$ cat config.mk
export PLATFORM = sky130hd
export DESIGN_NAME = stkptr_unit
export DESIGN_NICKNAME = d
export VERILOG_FILES = /design/src/rtl/stkptr_pkg.sv /design/src/rtl/stkptr_guard.sv /design/src/rtl/stkptr_reg.sv /design/src/rtl/stkptr_seq.sv /design/src/rtl/stkptr_unit.sv
export SDC_FILE = /design/constraint.sdc
export NUM_CORES = 1
export LEC_CHECK = 0
export BUFFER_PORTS_ARGS = -buffer_cell sky130_fd_sc_hd__buf_2
export CORE_MARGIN = 5
export CORE_UTILIZATION = 35
export CTS_CLUSTER_DIAMETER = 150
export DETAILED_ROUTE_END_ITERATION = 12
export HOLD_SLACK_MARGIN = 0.12
export PLACE_DENSITY = 0.7
export SLEW_MARGIN = 20
export SYNTH_ARGS = -nofsm -noshare
export SYNTH_HDL_FRONTEND = slang
export SYNTH_SLANG_ARGS = --single-unit
$ cat constraint.sdc
create_clock -name clk -period 2.9 [get_ports clk]
set_clock_uncertainty 0.05 [all_clocks]
set_input_delay 0.29 -clock clk [delete_from_list [all_inputs] [get_ports clk]]
set_output_delay 0.29 -clock clk [all_outputs]
set_load 0.05 [all_outputs]
$ cat src/rtl/stkptr_pkg.sv
package stkptr_pkg;
  localparam int PTR_W  = 16;
  localparam int BYTE_W = 8;

  // command codes
  localparam logic [2:0] OP_PUSH_B  = 3'd1;
  localparam logic [2:0] OP_POP_B   = 3'd2;
  localparam logic [2:0] OP_PUSH_RA = 3'd3;
  localparam logic [2:0] OP_POP_RA  = 3'd4;

  typedef enum logic [1:0] {STEP_HOLD, STEP_DEC, STEP_INC} step_e;
  typedef enum logic [1:0] {BEAT_IDLE, BEAT_PUSH_HI, BEAT_POP_LO} beat_e;

  // pointer after one byte step
  function automatic logic [PTR_W-1:0] step_ptr(input logic [PTR_W-1:0] p, input step_e s);
    case (s)
      STEP_DEC: return p - 1'b1;
      STEP_INC: return p + 1'b1;
      default:  return p;
    endcase
  endfunction

  // pops pre-increment: the byte above the pointer is read
  function automatic logic [PTR_W-1:0] pop_addr(input logic [PTR_W-1:0] p);
    return p + 1'b1;
  endfunction

  // true when nbytes written downward from p all stay at or above base
  function automatic logic push_fits(input logic [PTR_W-1:0] p,
                                     input logic [PTR_W-1:0] nbytes,
                                     input logic [PTR_W-1:0] base);
    return (p >= base) && ((p - base) >= (nbytes - 1'b1));
  endfunction
endpackage

$ cat src/rtl/stkptr_guard.sv
module stkptr_guard
  import stkptr_pkg::*;
#(
  parameter logic [PTR_W-1:0] SRAM_BASE = 16'h0060
) (
  input  logic             cmd_valid,
  input  logic [2:0]       cmd_op,
  input  logic [PTR_W-1:0] ptr,
  output logic             push_blocked
);
  logic fits_byte, fits_ret;

  assign fits_byte = push_fits(ptr, 16'd1, SRAM_BASE);
  assign fits_ret  = push_fits(ptr, 16'd2, SRAM_BASE);

  always_comb begin
    push_blocked = 1'b0;
    if (cmd_valid) begin
      if (cmd_op == OP_PUSH_B)  push_blocked = !fits_byte;
      if (cmd_op == OP_PUSH_RA) push_blocked = !fits_ret;
    end
  end
endmodule

$ cat src/rtl/stkptr_reg.sv
module stkptr_reg
  import stkptr_pkg::*;
#(
  parameter logic [PTR_W-1:0] RESET_VAL = 16'h015F
) (
  input  logic              clk,
  input  logic              rst_n,
  input  logic              sw_wr_hi,
  input  logic              sw_wr_lo,
  input  logic [BYTE_W-1:0] sw_wdata,
  input  step_e             step,
  output logic [PTR_W-1:0]  ptr
);
  localparam int HALVES = PTR_W / BYTE_W;

  logic [HALVES-1:0] wr_half;
  logic [PTR_W-1:0]  stepped;

  assign wr_half = {sw_wr_hi, sw_wr_lo};
  assign stepped = step_ptr(ptr, step);

  for (genvar h = 0; h < HALVES; h++) begin : g_half
    logic [BYTE_W-1:0] half_q;
    always_ff @(posedge clk or negedge rst_n) begin
      if (!rst_n)          half_q <= RESET_VAL[h*BYTE_W +: BYTE_W];
      else if (wr_half[h]) half_q <= sw_wdata;
      else                 half_q <= stepped[h*BYTE_W +: BYTE_W];
    end
    assign ptr[h*BYTE_W +: BYTE_W] = half_q;
  end
endmodule

$ cat src/rtl/stkptr_seq.sv
module stkptr_seq
  import stkptr_pkg::*;
(
  input  logic              clk,
  input  logic              rst_n,
  input  logic              cmd_valid,
  input  logic [2:0]        cmd_op,
  input  logic [BYTE_W-1:0] push_byte,
  input  logic [PTR_W-1:0]  ret_addr,
  input  logic              sw_any,
  input  logic              push_blocked,
  input  logic [PTR_W-1:0]  ptr,
  input  logic [BYTE_W-1:0] mem_rdata,
  output step_e             step,
  output logic [PTR_W-1:0]  mem_addr,
  output logic              mem_we,
  output logic              mem_re,
  output logic [BYTE_W-1:0] mem_wdata,
  output logic              lane_hi,
  output logic              busy,
  output logic              stk_fault,
  output logic              pop_valid,
  output logic [PTR_W-1:0]  pop_data
);
  beat_e             beat_q, beat_d;
  logic [BYTE_W-1:0] hold_q, hold_d;
  logic              take;       // command accepted this cycle
  logic              fin_byte;   // last read of a byte pop
  logic              fin_ret;    // last read of a return-address pop

  assign busy = (beat_q != BEAT_IDLE);
  assign take = cmd_valid && !busy && !sw_any;

  always_comb begin
    beat_d    = BEAT_IDLE;
    hold_d    = hold_q;
    step      = STEP_HOLD;
    mem_addr  = ptr;
    mem_we    = 1'b0;
    mem_re    = 1'b0;
    mem_wdata = '0;
    lane_hi   = 1'b0;
    stk_fault = 1'b0;
    fin_byte  = 1'b0;
    fin_ret   = 1'b0;
    if (!sw_any) begin
      case (beat_q)
        BEAT_IDLE: if (take) begin
          case (cmd_op)
            OP_PUSH_B: begin
              if (push_blocked) stk_fault = 1'b1;
              else begin
                mem_we    = 1'b1;
                mem_wdata = push_byte;
                step      = STEP_DEC;
              end
            end
            OP_POP_B: begin
              mem_re   = 1'b1;
              mem_addr = pop_addr(ptr);
              step     = STEP_INC;
              fin_byte = 1'b1;
            end
            OP_PUSH_RA: begin
              if (push_blocked) stk_fault = 1'b1;
              else begin
                mem_we    = 1'b1;
                mem_wdata = ret_addr[BYTE_W-1:0];
                step      = STEP_DEC;
                hold_d    = ret_addr[PTR_W-1:BYTE_W];
                beat_d    = BEAT_PUSH_HI;
              end
            end
            OP_POP_RA: begin
              mem_re   = 1'b1;
              mem_addr = pop_addr(ptr);
              lane_hi  = 1'b1;
              step     = STEP_INC;
              hold_d   = mem_rdata;
              beat_d   = BEAT_POP_LO;
            end
            default: ;
          endcase
        end
        BEAT_PUSH_HI: begin
          mem_we    = 1'b1;
          mem_wdata = hold_q;
          lane_hi   = 1'b1;
          step      = STEP_DEC;
        end
        BEAT_POP_LO: begin
          mem_re   = 1'b1;
          mem_addr = pop_addr(ptr);
          step     = STEP_INC;
          fin_ret  = 1'b1;
        end
        default: ;
      endcase
    end
  end

  always_ff @(posedge clk or negedge rst_n) begin
    if (!rst_n) begin
      beat_q    <= BEAT_IDLE;
      hold_q    <= '0;
      pop_valid <= 1'b0;
      pop_data  <= '0;
    end else begin
      beat_q    <= beat_d;
      hold_q    <= hold_d;
      pop_valid <= fin_byte | fin_ret;
      if (fin_ret)       pop_data <= {hold_q, mem_rdata};
      else if (fin_byte) pop_data <= {{(PTR_W-BYTE_W){1'b0}}, mem_rdata};
    end
  end
endmodule

$ cat src/rtl/stkptr_unit.sv
module stkptr_unit
  import stkptr_pkg::*;
#(
  parameter logic [PTR_W-1:0] SRAM_BASE = 16'h0060,
  parameter logic [PTR_W-1:0] SRAM_LAST = 16'h015F
) (
  input  logic              clk,
  input  logic              rst_n,
  input  logic              cmd_valid,
  input  logic [2:0]        cmd_op,
  input  logic [BYTE_W-1:0] push_byte,
  input  logic [PTR_W-1:0]  ret_addr,
  input  logic              sw_wr_hi,
  input  logic              sw_wr_lo,
  input  logic [BYTE_W-1:0] sw_wdata,
  output logic [BYTE_W-1:0] sp_hi,
  output logic [BYTE_W-1:0] sp_lo,
  output logic              busy,
  output logic [PTR_W-1:0]  mem_addr,
  output logic              mem_we,
  output logic              mem_re,
  output logic [BYTE_W-1:0] mem_wdata,
  input  logic [BYTE_W-1:0] mem_rdata,
  output logic              lane_hi,
  output logic              pop_valid,
  output logic [PTR_W-1:0]  pop_data,
  output logic              stk_fault
);
  logic [PTR_W-1:0] ptr;
  logic             sw_any;
  logic             push_blocked;
  step_e            step;

  assign sw_any = sw_wr_hi | sw_wr_lo;
  assign sp_hi  = ptr[PTR_W-1:BYTE_W];
  assign sp_lo  = ptr[BYTE_W-1:0];

  stkptr_guard #(.SRAM_BASE(SRAM_BASE)) u_guard (
    .cmd_valid   (cmd_valid),
    .cmd_op      (cmd_op),
    .ptr         (ptr),
    .push_blocked(push_blocked)
  );

  stkptr_seq u_seq (
    .clk         (clk),
    .rst_n       (rst_n),
    .cmd_valid   (cmd_valid),
    .cmd_op      (cmd_op),
    .push_byte   (push_byte),
    .ret_addr    (ret_addr),
    .sw_any      (sw_any),
    .push_blocked(push_blocked),
    .ptr         (ptr),
    .mem_rdata   (mem_rdata),
    .step        (step),
    .mem_addr    (mem_addr),
    .mem_we      (mem_we),
    .mem_re      (mem_re),
    .mem_wdata   (mem_wdata),
    .lane_hi     (lane_hi),
    .busy        (busy),
    .stk_fault   (stk_fault),
    .pop_valid   (pop_valid),
    .pop_data    (pop_data)
  );

  stkptr_reg #(.RESET_VAL(SRAM_LAST)) u_reg (
    .clk     (clk),
    .rst_n   (rst_n),
    .sw_wr_hi(sw_wr_hi),
    .sw_wr_lo(sw_wr_lo),
    .sw_wdata(sw_wdata),
    .step    (step),
    .ptr     (ptr)
  );
endmodule

==> results of run 1 <==
==> worst min-delay path: cells and delay by family <==
family                 cells  cell delay (ns)
buffers and inverters      1             0.12
and+or+nand+nor            1             0.08
AOI/OAI and AO/OA          1             0.05
==> state kept, by name, indices dropped and copies added (netlist names) <==
name / cells
u_reg.g_half.half_q: 16
u_seq.pop_data: 16
u_seq.hold_q: 8
u_seq.beat_q: 2
u_seq.pop_valid: 1
==> cells by family (layout without fill, tap and decap cells) <==
| logic type | Yosys count | after routing | share of synthesized area |
|---|---|---|---|
| and+or+nand+nor | 123 | 123 | 0.214 |
| DFF | 43 | 43 | 0.350 |
| adders and majority gates | 6 | 6 | 0.0242 |
| buffers and inverters | 38 | 189 | 0.0473 |
| AOI/OAI and AO/OA | 73 | 73 | 0.181 |
| muxes | 36 | 36 | 0.130 |
| xor gates and xnor gates | 19 | 19 | 0.0537 |
==> synth_stat cells, types with 7 or more instances <==
cell      instances  area, um^2
mux2_2           34         383
nor3_1           12        60.1
a32oi_1           8        70.1
a22o_1            8        70.1
nand2_1          14        52.6
nor2_1           31         116
a31oi_1           8        50.1
clkbuf_1         19        71.3
o31a_1            8        70.1
inv_1            15        56.3
nand3_1          10        50.1
and3_1            8        50.1
o21ai_0          13        65.1
or3_1            10        62.6
dfrtp_1          36         901
dfstp_2           7         184
xnor2_1          16         140
==> layout make-up <==
| cell class | count | area [um^2] |
|---|---|---|
| fill | 772 | 3870 |
| multi-input combinational | 257 | 2270 |
| timing repair buffer | 164 | 1130 |
| sequential | 43 | 1090 |
| tap | 108 | 135 |
| clock buffer | 6 | 72.6 |
| inverter | 17 | 67.6 |
| clock inverter | 2 | 37.5 |
==> power by group <==
part / internal, mW / switching [mW] / total, mW
registers: 0.696 / 0.0955 / 0.792
clock network: 0.257 / 0.218 / 0.475
logic: 0.314 / 0.550 / 0.864
==> placed cells by master, fill, tap and decap left out, types with 9 or more instances in the layout <==
master    n
dfrtp_1  34
nor2_4   10
o21ai_0   9
buf_4    54
buf_6    21
mux2_2   26
or3_1    10
nor2_1   20
inv_1    14
nand2_1  12
buf_2    84
==> what timing repair did <==
| item | 4_1_cts | 5_1_grt |
|---|---|---|
| hold endpoints to repair | 11 | 0 |
| endpoints found under the setup margin | 36 | 48 |
| buffers inserted | 5 | 12 |
| hold buffers | 1 | 0 |
| resized for setup | 36 | 62 |
| pin swaps | 6 | 17 |
==> layer usage <==
metal / share of wire / routed length (um) / vias up
met5: 0 / 0 / -
met4: 0.022 / 248 / 0
met3: 0.079 / 877 / 20
met1: 0.41 / 4570 / 1588
met2: 0.49 / 5410 / 154
li1: - / - / 1546
==> path summary, 6_finish.rpt <==
kind,cells past startpoint,endpoint,from
worst max-delay path,8,mem_wdata[1],u_reg.g_half[1].half_q[1]$_DFFE_PN0P_
worst min-delay path,3,u_reg.g_half[0].half_q[2]$_DFFE_PN1P_,sw_wdata[2]
worst max register to register,9,u_seq.hold_q[0]$_DFFE_PN0P_,u_reg.g_half[1].half_q[1]$_DFFE_PN0P_
worst min register to register,1,u_seq.pop_data[14]$_DFFE_PN0P_,u_seq.pop_data[14]$_DFFE_PN0P_
max in group asynchronous,3,u_seq.hold_q[7]$_DFFE_PN0P_,rst_n
min in group asynchronous,2,u_reg.g_half[0].half_q[5]$_DFFE_PN0P_,rst_n
==> metrics.md, run 1 <==
| Metric | Value |
|---|---|
| Tot Pwr | `2.13 mW` |
| Iter 0 DRT Violations | `121` |
| Leakage | `2.18 nW` |
| Residual DRC | `0` |
| Die area | `10800 um^2` |
| Share of cells above drive strength 1 | `0.562` |
| Hpwl dp | `8140 um` |
| TritonCTS clock tree | `built` |
| Synth Instances | `338` |
| Vias in the first global route | `3435` |
| Area Growth Syn to Fin | `55.2%` |
| # port buffers | `109` |
| Antenna cells | `0` |
| Final wirelength | `11100 um` |
| R2R setup slack | `-0.20 ns` |
| Yosys warns | `0` |
| Std-Cell Core Area | `8680 um^2` |
| Predominant post-synthesis flop cell | `dfrtp_1` |
| Number of synthesized flops with an enable pin | `0` |
| Crit path cell chain | `or4_4, or4b_4, a2111oi_4, o2111a_2, nor2_4, a32oi_2, nor2_4, buf_6` |
| GR Util met3 | `0.0565` |
| Initial Util | `0.357` |
| Placement Setup Slack | `-0.0764 ns` |
| Clock insertion delay at the later pin of the skew report | `0.30 ns` |
| CTS Buf Count | `5` |
| Routed WL per cell | `18.6 um` |
| Fin cells | `597` |
| Vias | `3308` |
| Buf+Inv Stages, Crit Path | `1` |
| Yosys reg bits | `43` |
| Largest net degree at the start of global routing | `26` |
| Crit start category | `flip-flop` |
| Gr busiest metal | `met2` |
| Clock edge transition at the registers on the reported setup and hold paths | `0.09 ns` |
| CTS sink count | `43` |
| Placed insts | `571` |
| Achievable clock frequency | `310 MHz` |
| Final core occ | `0.554` |
| # rows | `34` |
| Worst Path Arrival | `2.88 ns` |
| Total global-route track usage | `0.196` |
| CP Class | `flip-flop to output port` |
| Final hold violations | `0` |
| Outcome | `finished with violations` |
| Peak VDD IR | `0.324 mV` |
| Setup violators final | `18` |
| Width of the die | `104 um` |
| Synthesized area | `3100 um^2` |
| Worst Setup End Kind | `output port` |
| CP max stage cell | `or4_4` |
| Async S/R FF share, synth | `1.00` |
| Unrepaired setup endpoints after global routing | `yes` |
| Pins Over Slew Limit | `0` |
| Grt total ovfl | `0` |
| Synth unique cells | `53` |
| Final setup TNS | `-4.50 ns` |
| Critical Path RT | `2.56 ns` |
| H-tree Lvls | `2` |
| Final Net Count | `542` |
| Vias/cell | `5.54` |
| Post-DRT Antenna Nets | `0` |
| Register area share after synthesis | `0.350` |
| Final worst-path cycle share | `1.11` |
| Syn avg cell area | `9.16 um^2` |
| Global routing usage on met1 | `0.245` |
| Gpl congestion | `0.879` |
| Synthesized net count | `392` |
| Final WS setup | `-0.324 ns` |
| Pre-antenna DRT Iters | `4` |
| Max-cap violations | `0` |
| Hold_ws | `0.178 ns` |
| Antenna violations before repair | `0` |
| Hold Path Class | `primary input to flip-flop` |
| Relative slew margins | `0.310` |
| Crit path largest cell delay | `0.54 ns` |
| Die height | `104 um` |
| CP delay by family, top | `simple AND/OR/NAND/NOR gates` |
| Area after DPL | `4230 um^2` |
| Met2 Use GR | `0.327` |
| Violated checks | `negative setup slack` |
| CTS max path bufs | `2` |
| Fin crit period | `3.22 ns` |
| Critical path's most frequent cell | `nor2_4` |
| CP max FO | `11` |
| Worst-Margin Slew | `1.03 ns` |
| Power density over the cells | `444 nW/um^2` |
| First-pass GRT wire length | `17400 um` |
| Number of I/O pins | `110` |
| Final Instance Area | `4800 um^2` |
| Clock root buffer | `clkbuf_8` |
Note: power is estimated with default switching activity, not from simulation.
==> run 2: changes to the inputs <==
REMOVE_ABC_BUFFERS = 1   (was default)
==> metrics.md, run 2 (synthesis results as in run 1) <==
| Metric | Value |
|---|---|
| Regs by FF count | `u_reg.g_half.half_q (16), u_seq.pop_data (16), u_seq.hold_q (8)` |
| Initial Util | `0.357` |
| Die height | `104 um` |
| Antenna violations before repair | `0` |
| Final worst-path cycle share | `1.13` |
| Std-Cell Core Area | `8680 um^2` |
| Critical R2R Launch | `u_reg.g_half[1].half_q[2]$_DFFE_PN0P_` |
| CP Class | `flip-flop to output port` |
| Crit path cell chain | `or4_4, or4b_4, a2111oi_4, o2111a_2, nor2_4, a32oi_1, nor2_1, buf_6` |
| Relative slew margins | `0.366` |
| Die area | `10800 um^2` |
| CTS sink count | `43` |
| Number of I/O pins | `110` |
| Violated checks | `negative setup slack` |
| Width of the die | `104 um` |
| Largest net degree at the start of global routing | `44` |
| Leading cell types in the layout, fill and taps excluded | `buf_2, buf_4, dfrtp_1` |
| Worst-Margin Slew | `0.948 ns` |
| # port buffers | `109` |
| CP max stage cell | `or4_4` |
| Antenna cells | `0` |
| Clock edge transition at the registers on the reported setup and hold paths | `0.10 ns` |
| Crit start category | `flip-flop` |
| Max-cap violations | `0` |
| CP max FO | `6` |
| Leakage | `2.17 nW` |
| Clock insertion delay at the later pin of the skew report | `0.31 ns` |
| Fin crit period | `3.27 ns` |
| Clock root buffer | `clkbuf_8` |
| Post-DRT Antenna Nets | `0` |
| Outcome | `finished with violations` |
| Final Instance Area | `4700 um^2` |
| Final WS setup | `-0.366 ns` |
| Residual DRC | `0` |
| Final wirelength | `11100 um` |
| Vias in the first global route | `3405` |
| Area Growth Syn to Fin | `51.9%` |
| Leading cell type in the layout, fill and taps excluded | `buf_2` |
| Setup violators final | `31` |
| Hold Crit Depth | `3` |
| Pins Over Slew Limit | `0` |
| Peak VDD IR | `0.241 mV` |
| Total global-route track usage | `0.196` |
| Power density over the cells | `458 nW/um^2` |
| Worst Setup End Kind | `output port` |
| Placement Setup Slack | `-0.314 ns` |
| Gpl congestion | `0.889` |
| H-tree Lvls | `2` |
| Grt total ovfl | `0` |
| TritonCTS clock tree | `built` |
| First-pass GRT wire length | `17500 um` |
| Crit path largest cell delay | `0.53 ns` |
| CTS max path bufs | `2` |
| Critical Path RT | `2.56 ns` |
| Pre-antenna DRT Iters | `4` |
| # rows | `34` |
| Final Net Count | `543` |
| CP delay by family, top | `simple AND/OR/NAND/NOR gates` |
| Worst Hold Launch | `sw_wdata[0]` |
| R2r worst-path depth | `11` |
| Area after DPL | `4020 um^2` |
| Final hold violations | `0` |
| Hold Path Class | `primary input to flip-flop` |
| Vias/cell | `5.63` |
| Buf+Inv Stages, Crit Path | `1` |
| Critical Path Start | `u_reg.g_half[1].half_q[2]$_DFFE_PN0P_` |
| Vias | `3364` |
| Iter 0 DRT Violations | `146` |
| Routed WL per cell | `18.6 um` |
| Hpwl dp | `7790 um` |
| Share of cells above drive strength 1 | `0.527` |
| Unrepaired setup endpoints after global routing | `yes` |
| Worst Path Arrival | `2.93 ns` |
| Achievable clock frequency | `306 MHz` |
| CTS Buf Count | `5` |
| Critical path depth | `8` |
## run 2: worst min-delay path, delay by kind of cell
family | cells | cell delay [ns]
compound gates | 1 | 0.05
simple gates | 1 | 0.05
buf+inv | 1 | 0.11
## run 2: cell type report
class	count	area, um^2
Timing Repair Buffer	164	1150
Sequential cell	43	1080
Clock inverter	2	38.8
Clock buffer	6	82.6
Tap cell	108	135
Inverter	17	63.8
Multi-Input combinational cell	258	2150
Fill cell	771	3980
## run 2: path summary, 6_finish.rpt
kind | to | slack [ns]
max | mem_wdata[2] | -0.37
min | u_reg.g_half[0].half_q[0]$_DFFE_PN1P_ | 0.13
max reg2reg | u_reg.g_half[1].half_q[3]$_DFFE_PN0P_ | -0.20
min reg2reg | u_seq.pop_data[8]$_DFFE_PN0P_ | 0.46
max in group asynchronous | u_seq.pop_data[4]$_DFFE_PN0P_ | 1.93
min in group asynchronous | u_reg.g_half[1].half_q[5]$_DFFE_PN0P_ | 0.46
## run 2: power by group
group | switching, mW | internal [mW]
Clock | 0.240 | 0.284
Sequential | 0.0828 | 0.694
Combinational | 0.549 | 0.307
Total | 0.871 | 1.28
## run 2: layer usage
layer | up-vias | wire (um) | global-route usage
met4 | 0 | 250 | 0.0666
li1 | 1545 | - | -
met1 | 1614 | 4600 | 0.250
met2 | 183 | 5170 | 0.320
met3 | 22 | 1090 | 0.0497
met5 | - | 0 | 0
## run 2: repair_timing
item / 4_1_cts / 5_1_grt
pin swaps: 25 / 40
cloned: 4 / 0
endpoints found under the hold margin: 0 / 36
setup buffers: 7 / 6
hold buffers: 0 / 1
gates resized for setup: 68 / 46
endpoints found under the setup margin: 40 / 45
## run 2: metrics by stage
step	TNS [ns]	util	total power [mW]	cells	hold slack (ns)
after CTS	-4.90	0.523	2.13	594	0.135
final	-5.65	0.542	2.16	598	0.133
after global placement	-2.77	0.463	1.54	575	0.430
after global routing	-7.91	0.542	2.24	598	0.146
after floorplan	-13.65	-	1.29	317	-0.0556
after detailed placement	-5.29	0.463	1.56	575	0.434
